**config.mk**
```make
export PLATFORM = sky130hd
export DESIGN_NAME = zero_block_engine
export DESIGN_NICKNAME = d
export VERILOG_FILES = /design/src/rtl/zbe_pkg.sv /design/src/rtl/zbe_align.sv /design/src/rtl/zbe_check.sv /design/src/rtl/zbe_seq.sv /design/src/rtl/zero_block_engine.sv
export SDC_FILE = /design/constraint.sdc
export NUM_CORES = 1
export LEC_CHECK = 0
export BUFFER_PORTS_ARGS = -buffer_cell sky130_fd_sc_hd__buf_2
export CAP_MARGIN = 20
export CORE_AREA = 4 4 91 156
export CTS_BUF_LIST = sky130_fd_sc_hd__clkbuf_4 sky130_fd_sc_hd__clkbuf_8 sky130_fd_sc_hd__clkbuf_16
export CTS_CLUSTER_SIZE = 20
export DETAILED_ROUTE_END_ITERATION = 10
export DIE_AREA = 0 0 95 160
export GPL_ROUTABILITY_DRIVEN = 0
export GPL_TIMING_DRIVEN = 0
export PLACE_DENSITY_LB_ADDON = 0.15
export SYNTH_ARGS = -nofsm -noshare
export SYNTH_HDL_FRONTEND = slang
export SYNTH_SLANG_ARGS = --single-unit
```
**constraint.sdc**
```tcl
create_clock -name clk -period 11.57 [get_ports clk]
set_input_delay 1.7355 -clock clk [delete_from_list [all_inputs] [get_ports clk]]
set_output_delay 1.7355 -clock clk [all_outputs]
set_load 0.02 [all_outputs]
```
**src/rtl/zbe_pkg.sv**
```systemverilog
package zbe_pkg;

   typedef enum logic [1:0] {
      FLT_NONE  = 2'b00,
      FLT_ALIGN = 2'b01,
      FLT_PERM  = 2'b10
   } fault_e;

   typedef enum logic [1:0] {
      ST_IDLE,
      ST_CHECK,
      ST_WRITE
   } state_e;

   typedef struct packed {
      logic device;
      logic unaligned_ok;
      logic writable;
   } region_t;

endpackage

```
**src/rtl/zbe_align.sv**
```systemverilog
module zbe_align #(
   parameter int ADDR_W  = 64,
   parameter int CODE_W  = 4,
   parameter int UNIT_LG = 2,
   parameter int WORD_LG = 3,
   parameter int IDX_W   = 8
) (
   input  logic [CODE_W-1:0]       code,
   input  logic [ADDR_W-1:0]       addr,
   output logic [ADDR_W-1:0]       blk_mask,
   output logic [ADDR_W-1:0]       blk_base,
   output logic [ADDR_W-1:0]       word_base,
   output logic [IDX_W-1:0]        last_idx,
   output logic [(1<<WORD_LG)-1:0] strb
);
   localparam int LANES = 1 << WORD_LG;

   logic [7:0]     blk_lg;
   logic [IDX_W:0] span;

   assign blk_lg    = 8'(code) + 8'(UNIT_LG);
   assign blk_mask  = {ADDR_W{1'b1}} << blk_lg;
   assign blk_base  = addr & blk_mask;
   assign word_base = {blk_base[ADDR_W-1:WORD_LG], {WORD_LG{1'b0}}};
   assign span      = (IDX_W+1)'(1) << (blk_lg - 8'(WORD_LG));

   always_comb begin
      if (blk_lg > 8'(WORD_LG)) last_idx = span[IDX_W-1:0] - IDX_W'(1);
      else                      last_idx = '0;
   end

   generate
      if (UNIT_LG >= WORD_LG) begin : g_full_lanes
         assign strb = {LANES{1'b1}};
      end else begin : g_sub_lanes
         for (genvar ln = 0; ln < LANES; ln++) begin : g_lane
            assign strb[ln] = ((word_base | ADDR_W'(ln)) & blk_mask) == blk_base;
         end
      end
   endgenerate

endmodule

```
**src/rtl/zbe_check.sv**
```systemverilog
module zbe_check
   import zbe_pkg::*;
(
   input  region_t region,
   output fault_e  fault
);
   always_comb begin
      if (region.device && !region.unaligned_ok) fault = FLT_ALIGN;
      else if (!region.writable)                  fault = FLT_PERM;
      else                                        fault = FLT_NONE;
   end
endmodule

```
**src/rtl/zbe_seq.sv**
```systemverilog
module zbe_seq
   import zbe_pkg::*;
#(
   parameter int IDX_W = 8
) (
   input  logic             clk,
   input  logic             rst_n,
   input  logic             start,
   input  fault_e           fault_kind,
   input  logic [IDX_W-1:0] last_idx,
   input  logic             wr_ready,
   output logic             accept,
   output logic             busy,
   output logic             wr_en,
   output logic [IDX_W-1:0] idx,
   output logic             done,
   output logic             fault_valid,
   output fault_e           fault_code
);
   state_e           state_q;
   logic [IDX_W-1:0] idx_q;
   logic             done_q, fv_q;
   fault_e           fc_q;

   assign accept      = start && (state_q == ST_IDLE);
   assign busy        = (state_q != ST_IDLE);
   assign wr_en       = (state_q == ST_WRITE);
   assign idx         = idx_q;
   assign done        = done_q;
   assign fault_valid = fv_q;
   assign fault_code  = fc_q;

   always_ff @(posedge clk) begin
      if (!rst_n) begin
         state_q <= ST_IDLE;
         idx_q   <= '0;
         done_q  <= 1'b0;
         fv_q    <= 1'b0;
         fc_q    <= FLT_NONE;
      end else begin
         done_q <= 1'b0;
         fv_q   <= 1'b0;
         fc_q   <= FLT_NONE;
         unique case (state_q)
            ST_IDLE: if (start) state_q <= ST_CHECK;
            ST_CHECK: begin
               idx_q <= '0;
               if (fault_kind != FLT_NONE) begin
                  state_q <= ST_IDLE;
                  done_q  <= 1'b1;
                  fv_q    <= 1'b1;
                  fc_q    <= fault_kind;
               end else begin
                  state_q <= ST_WRITE;
               end
            end
            ST_WRITE: if (wr_ready) begin
               if (idx_q == last_idx) begin
                  state_q <= ST_IDLE;
                  done_q  <= 1'b1;
               end else begin
                  idx_q <= idx_q + IDX_W'(1);
               end
            end
            default: state_q <= ST_IDLE;
         endcase
      end
   end


   done_pulse_chk: assert property (@(posedge clk) disable iff (!rst_n)
      done |=> !done);

   fault_with_done_chk: assert property (@(posedge clk) disable iff (!rst_n)
      fault_valid |-> done);

   clean_code_chk: assert property (@(posedge clk) disable iff (!rst_n)
      !fault_valid |-> fault_code == FLT_NONE);

   fault_code_chk: assert property (@(posedge clk) disable iff (!rst_n)
      fault_valid |-> (fault_code == FLT_ALIGN || fault_code == FLT_PERM));

   no_early_write_chk: assert property (@(posedge clk) disable iff (!rst_n)
      accept |=> (busy && !wr_en));

   fault_no_write_chk: assert property (@(posedge clk) disable iff (!rst_n)
      fault_valid |-> !$past(wr_en));

endmodule

```
**src/rtl/zero_block_engine.sv**
```systemverilog
module zero_block_engine
   import zbe_pkg::*;
#(
   parameter int ADDR_W     = 64,
   parameter int WORD_BYTES = 8,
   parameter int UNIT_BYTES = 4,
   parameter int MAX_CODE   = 9,
   parameter int CODE_W     = 4
) (
   input  logic                    clk,
   input  logic                    rst_n,
   input  logic                    start,
   input  logic [ADDR_W-1:0]       req_addr,
   input  logic [CODE_W-1:0]       blk_code,
   input  logic                    attr_device,
   input  logic                    attr_unaligned_ok,
   input  logic                    attr_writable,
   input  logic                    attr_cacheable,
   output logic                    busy,
   output logic                    wr_en,
   output logic [ADDR_W-1:0]       wr_addr,
   output logic [WORD_BYTES-1:0]   wr_strb,
   output logic [8*WORD_BYTES-1:0] wr_data,
   input  logic                    wr_ready,
   output logic                    done,
   output logic                    fault_valid,
   output logic [1:0]              fault_code,
   output logic                    synd_cm
);
   localparam int UNIT_LG = $clog2(UNIT_BYTES);
   localparam int WORD_LG = $clog2(WORD_BYTES);
   localparam int IDX_W   = MAX_CODE + UNIT_LG - WORD_LG;

   initial begin
      assert ((1 << UNIT_LG) == UNIT_BYTES && (1 << WORD_LG) == WORD_BYTES)
         else $fatal(1, "unit and word sizes must be powers of two");
      assert (UNIT_BYTES <= WORD_BYTES)
         else $fatal(1, "unit must not exceed word");
      assert (IDX_W >= 1)
         else $fatal(1, "largest block must span more than one word");
      assert (MAX_CODE < (1 << CODE_W))
         else $fatal(1, "code width too small");
   end

   logic [CODE_W-1:0] code_eff, code_q;
   logic [ADDR_W-1:0] addr_q;
   region_t           region_q;
   logic              accept;
   fault_e            fault_kind, fault_out;
   logic [ADDR_W-1:0] blk_mask, blk_base, word_base;
   logic [IDX_W-1:0]  last_idx, idx;

   assign code_eff = (blk_code > CODE_W'(MAX_CODE)) ? CODE_W'(MAX_CODE) : blk_code;

   always_ff @(posedge clk) begin
      if (!rst_n) begin
         code_q   <= '0;
         addr_q   <= '0;
         region_q <= '0;
      end else if (accept) begin
         code_q   <= code_eff;
         addr_q   <= req_addr;
         region_q <= '{device: attr_device, unaligned_ok: attr_unaligned_ok,
                       writable: attr_writable};
      end
   end

   zbe_align #(.ADDR_W(ADDR_W), .CODE_W(CODE_W), .UNIT_LG(UNIT_LG),
               .WORD_LG(WORD_LG), .IDX_W(IDX_W)) u_align (
      .code(code_q), .addr(addr_q), .blk_mask(blk_mask), .blk_base(blk_base),
      .word_base(word_base), .last_idx(last_idx), .strb(wr_strb));

   zbe_check u_check (.region(region_q), .fault(fault_kind));

   zbe_seq #(.IDX_W(IDX_W)) u_seq (
      .clk(clk), .rst_n(rst_n), .start(start), .fault_kind(fault_kind),
      .last_idx(last_idx), .wr_ready(wr_ready), .accept(accept), .busy(busy),
      .wr_en(wr_en), .idx(idx), .done(done), .fault_valid(fault_valid),
      .fault_code(fault_out));

   assign wr_addr    = word_base + (ADDR_W'(idx) << WORD_LG);
   assign wr_data    = '0;
   assign fault_code = fault_out;
   assign synd_cm    = 1'b0;


   wr_hold_chk: assert property (@(posedge clk) disable iff (!rst_n)
      (wr_en && !wr_ready) |=> (wr_en && $stable(wr_addr)));

   in_block_chk: assert property (@(posedge clk) disable iff (!rst_n)
      wr_en |-> (wr_addr[WORD_LG-1:0] == '0 &&
                 (wr_addr & blk_mask) == (word_base & blk_mask)));

   cacheable_go_chk: assert property (@(posedge clk) disable iff (!rst_n)
      (accept && attr_cacheable && attr_writable &&
       !(attr_device && !attr_unaligned_ok)) |=> ##1 wr_en);

   uncached_go_chk: assert property (@(posedge clk) disable iff (!rst_n)
      (accept && !attr_cacheable && attr_writable &&
       !(attr_device && !attr_unaligned_ok)) |=> ##1 wr_en);

endmodule

```
* Word-level counts from Yosys, hierarchy flattened
Index checks and enable logic that the tools add are counted.
** Cells by class
- Add/subtract/negate cells :: 5
- $lt $le $gt $ge :: 2
- Equal/unequal tests :: 15
- Shift-type cells :: 2
- Mux-type cells :: 16
- Bitwise gates (word level) :: 9
- Reductions and logical operators :: 11
** Operators with widths (count)
- $and A64 B64 Y64 :: 9
- $eq A64 B64 Y1 :: 8
- $add A64 B11 Y64 :: 1
- $shl A64 B8 Y64 const A :: 1
- $mux W8 :: 3
- $pmux W8 S2 :: 1
- $mux W2 :: 6
- $reduce_and A3 Y1 :: 3
- $add A8 B1 Y8 const B :: 1
- $eq A8 B8 Y1 :: 1
- $gt A8 B2 Y1 const B :: 1
- $shl A1 B8 Y8 const A :: 1
- $sub A8 B1 Y8 const B :: 1
- $sub A8 B2 Y8 const B :: 1
- $pmux W2 S3 :: 1
- $reduce_bool A2 Y1 :: 3
- $add A4 B2 Y5 const B :: 1
- $gt A4 B4 Y1 const B :: 1
- $mux W4 :: 1
- $ne A2 B1 Y1 const B :: 2
- $ne A2 B2 Y1 const B :: 2
- $mux W1 :: 3
- $eq A2 B1 Y1 const B :: 1
- $eq A2 B2 Y1 const B :: 1
- 5 further kinds :: 6
** Word-level totals
- Register bits after elaboration :: 85
- Output and inout bits :: 143
- Logic and storage cells :: 70

* Logic depth before layout (Yosys ltp)
- Depth after elaboration :: 9
- Gate-level depth with buffers :: 20

* By module
Synthesis repeated with hierarchy kept, for this count alone.
** Second synthesis, totals
- Cell total of the unflattened synthesis :: 901
- Area total of the unflattened synthesis :: 7340.8 um2
** By module, submodules not included
- zero_block_engine :: times used 1, cells an instance 520, area each 4613.2 um2, sequential area each 1421.4 um2
- zbe_align :: times used 1, cells an instance 289, area each 1921.8 um2, sequential area each 0.0 um2
- zbe_seq :: times used 1, cells an instance 90, area each 785.8 um2, sequential area each 280.3 um2
- zbe_check :: times used 1, cells an instance 2, area each 20.0 um2, sequential area each 0.0 um2

* Worst setup path before layout
Ideal clock, no wire load.
- Path kind :: register to output
- Start :: register code_q[2]
- End :: output wr_addr[63]
- Data arrival time :: 3.984 ns
- Path slack :: 5.851 ns
- Cell stages (with the launch flop) :: 19
- Path buffers :: 4
- Cells stage by stage :: dfxtp_1 -> and3_1 -> buf_2 -> inv_2 -> buf_4 -> clkbuf_1 -> clkbuf_1 -> and3_1 -> ha_1 -> inv_1 -> fa_1 -> nor2b_1 -> o21ai_0 -> a21boi_0 -> o21ai_0 -> a2111oi_4 -> nand2_2 -> nor3_2 -> xor2_1
** Between the ends
- Word-level cells in the longest chain between the ends :: 4
** Ends and longest elaborated chain
- start, declared :: line zero_block_engine.sv:45 : logic [CODE_W-1:0] code_eff, code_q;
- start signal, assigned :: line zero_block_engine.sv:61 : code_q <= code_eff;
- $add A4 B2 Y5 :: line zbe_align.sv:21 : assign blk_lg = 8'(code) + 8'(UNIT_LG);
- $shl A64 B8 Y64 :: line zbe_align.sv:22 : assign blk_mask = {ADDR_W{1'b1}} << blk_lg;
- $and A64 B64 Y64 :: line zbe_align.sv:23 : assign blk_base = addr & blk_mask;
- $add A64 B11 Y64 :: line zero_block_engine.sv:81 : assign wr_addr = word_base + (ADDR_W'(idx) << WORD_LG);
- end, declared :: line zero_block_engine.sv:21 : output logic [ADDR_W-1:0] wr_addr,
No other way between the ends.

* Worst setup path after layout
Ends and elaborated chain as after synthesis.

==> results.toml <==
[grt]
grt_pass1_wl_um = 29900
grt_usage_pct = 24.9
grt_max_degree = 16
grt_overflow_total = 0
antenna_found_initial = 0
grt_pass1_vias = 6089

[setup_path]
worstPathMaxFanout = 10
cp.required_ns = 9.83
worstSetupPathType = "register to output port"
worstSetupEndpointType = "output port"
cp-start-kind = "register"
critPathTopFamily = "buffers and inverters"
cp.arrival_ns = 5.23
cpPeakStageDelay_ns = 0.74
critPathBufInv = 7
cp_cell_sequence = "and3_1, buf_2, inv_2, buf_4, clkbuf_1, clkbuf_1, and3_1, ha_1, inv_1, fa_1, nor2b_1, o21ai_0, a21boi_0, o21ai_0, a2111oi_4, nand2_2, nor3_2, xor2_1, buf_2"
slowest_stage = "a2111oi_4"

[route]
vias_per_cell = 5.04
firstDrtPassIters = 4
drt_iter0_drc = 195
vias = 6296
drc = 0
finalWirelength_um = 18600
ant_nets = 0
wl_per_cell_um = 14.9

[power_and_ir_drop]
leakage_nw = 3.72
p_clk_share_pct = 36.2
p_sw_w = 0.000293
power_w = 0.000882
p_comb_share_pct = 26.5
internal_power_w = 0.000589
seqPwrFrac_pct = 37.3
power_density_nw_per_um2 = 112
power_switching_share_pct = 33.2
ir_worst_vdd_uv = 80.8

[clocking]
worstSkewPairLatency_ns = 0.35
hold_buffers = 0
path_clk_slew_ns = 0.06
numCtsBuffers = 9
clkSinkCount = 85
cts_tree = "built"
cts_buffer_depth = 2
cts_setup_buffers = 0
cts_resized = 0
cts_max_level = 3
root_buffer = "clkbuf_16"

[die]
die_x_um = 95
die_h_um = 160
initial_utilization_pct = 49.0
coreArea_um2 = 12900
ios = 219
die_area_um2 = 15200
num_rows = 55

[layout]
fin_area_um2 = 7870
fill_cells = 1299
finalNetCount = 1171
syn_to_final_growth_pct = 24.2
diodes = 0
drive_above_1_share_pct = 24.0

[synth]
muxShareOfSynthArea_pct = 1.10
yosys.area_share.simple_pct = 29.0
synth_top_area_share_pct = 26.8
synthTopCellsByArea = "dfxtp_1 27%, nand2_1 11%, a21boi_0 8.3%"
synth_adder_area_share_pct = 4.66
yosysSeqAreaShare_pct = 26.8
synth-compound-area-share_pct = 17.4
async_reset_ff_share_pct = 0
syn_avg_cell_area_um2 = 7.50
synth_cells = 845
synthDistinctLibCells = 64
synth_seq_cells = 85
synth_top_family_by_area = "simple AND/OR/NAND/NOR gates"
synth_largest_area_cell = "dfxtp_1"
synth_edf_count = 0
synth_xor_area_share_pct = 8.56
synth_flop_cell = "dfxtp_1"
syn_area_um2 = 6340
ys_warn_count = 0

[timing]
finalSetupTns_ns = 0
finalSetupViolCount = 0
whs_ns = 0.460
fin_crit_ns = 6.96
max_freq_ghz = 0.144
worst_pin_slew_ns = 0.912
finalHoldViolCount = 0
finClkSkew_ns = 0.00577
relSlewSlack_pct = 38.7
timing.final.crit_share_pct = 60.2
drv_slew = 0
rsz0062_at_grt = "no"

[placed_design]
dpl_cell_area_um2 = 7550
hpwlAfterDp_um = 15200
port_buffers = 149

[run_status]
status = "complete, no violations"

[hold_path]
min_path_type = "register to register"

[flow_run]
drv_cap = 0
[through the flow]
step | instances | util, % | setup slack, ns
2_1_floorplan | 912 | - | 5.85
3_3_place_gp | 1232 | 58.4 | 4.98
3_5_place_dp | 1232 | 58.4 | 4.97
4_1_cts | 1248 | 60.9 | 4.58
5_1_grt | 1248 | 60.9 | 4.20
6_report | 1248 | 60.9 | 4.61
[final timing paths]
| path | from | end | slack [ns] | cells past startpoint |
|---|---|---|---|---|
| worst max-delay path | code_q[2]$_SDFFE_PN0P_ | wr_addr[63] | 4.61 | 19 |
| worst min-delay path | region_q[1]$_SDFFE_PN0P_ | region_q[1]$_SDFFE_PN0P_ | 0.46 | 2 |
| worst max register to register | code_q[2]$_SDFFE_PN0P_ | u_seq.state_q[0]$_SDFFE_PN0P_ | 6.87 | 19 |
| worst min register to register | region_q[1]$_SDFFE_PN0P_ | region_q[1]$_SDFFE_PN0P_ | 0.46 | 2 |
[tightest hold or removal path: stages (launching register included)]
cell,delay [ns]
dfxtp_1,0.31
nand2_1,0.04
a21boi_0,0.06
[placed cells by master, fill, tap and decap left out, drive strengths merged, types with 9 or more instances in the layout]
cell type    n
nor2b        9
conb        68
nor3b       11
inv         32
o21ai       19
and3        18
dfxtp       85
nand4       18
xor2        28
clkbuf      38
a21oi       20
xnor2       34
ha          22
a21boi      71
nand2      194
nor2        43
nor3        16
nand3       25
nand2b      13
buf        226
[cells by family (layout without fill, tap and decap cells)]
group	count (synthesis)	count (layout)
xor gates and xnor gates	62	62
other	1	68
muxes	7	7
AOI/OAI and AO/OA	150	150
buffers and inverters	136	301
DFF	85	85
adders and majority gates	23	23
and+or+nand+nor	381	381
[metal layers]
layer	vias up	part of all wire (%)	wire length (µm)	global-route usage, %
met5	-	0	0	0
met4	0	5.3	992	15.0
met3	57	6.4	1190	5.09
met2	218	52	9760	45.0
met1	2849	36	6680	25.3
li1	3172	-	-	-
[Yosys cell counts, drive strengths merged (4+ instances only)]
cell,number
nand2,194
dfxtp,85
buf,77
a21boi,71
nor2,43
xnor2,34
inv,30
clkbuf,29
xor2,28
nand3,25
ha,22
a21oi,20
o21ai,19
and3,18
nand4,18
nor3,16
nand2b,13
nor3b,11
nor2b,9
a31oi,7
and4,7
mux2i,7
a211oi,5
a21o,5
and2,5
or2,4
[flip-flops by register name, indices dropped and copies added, names as in the netlist]
name and cells:
u_seq.fault_valid 1, addr_q 64, u_seq.fault_code 2, u_seq.state_q 2, code_q 4, u_seq.idx 8, region_q 3, u_seq.done 1
[power groups by stage]
stage	clock network, W	logic, W	registers (W)
floorplan	0	0.000167	0.000331
global placement	0	0.000231	0.000335
detailed placement	0	0.000233	0.000335
CTS	0.000324	0.000234	0.000329
global route	0.000337	0.000257	0.000332
finish	0.000320	0.000234	0.000329
[final cells by class]
class / instances / area [µm²] / area share, %
flip-flops and latches: 85 / 1700 / 21.6
clock inverters: 7 / 96.3 / 1.22
clock buffers: 9 / 225 / 2.86
repair buffers: 149 / 746 / 9.47
plain buffers: 106 / 671 / 8.52
inverters: 30 / 113 / 1.43
multi-input cells: 691 / 4110 / 52.2
well taps: 171 / 214 / 2.72
Power figures use the tool's default switching activity.
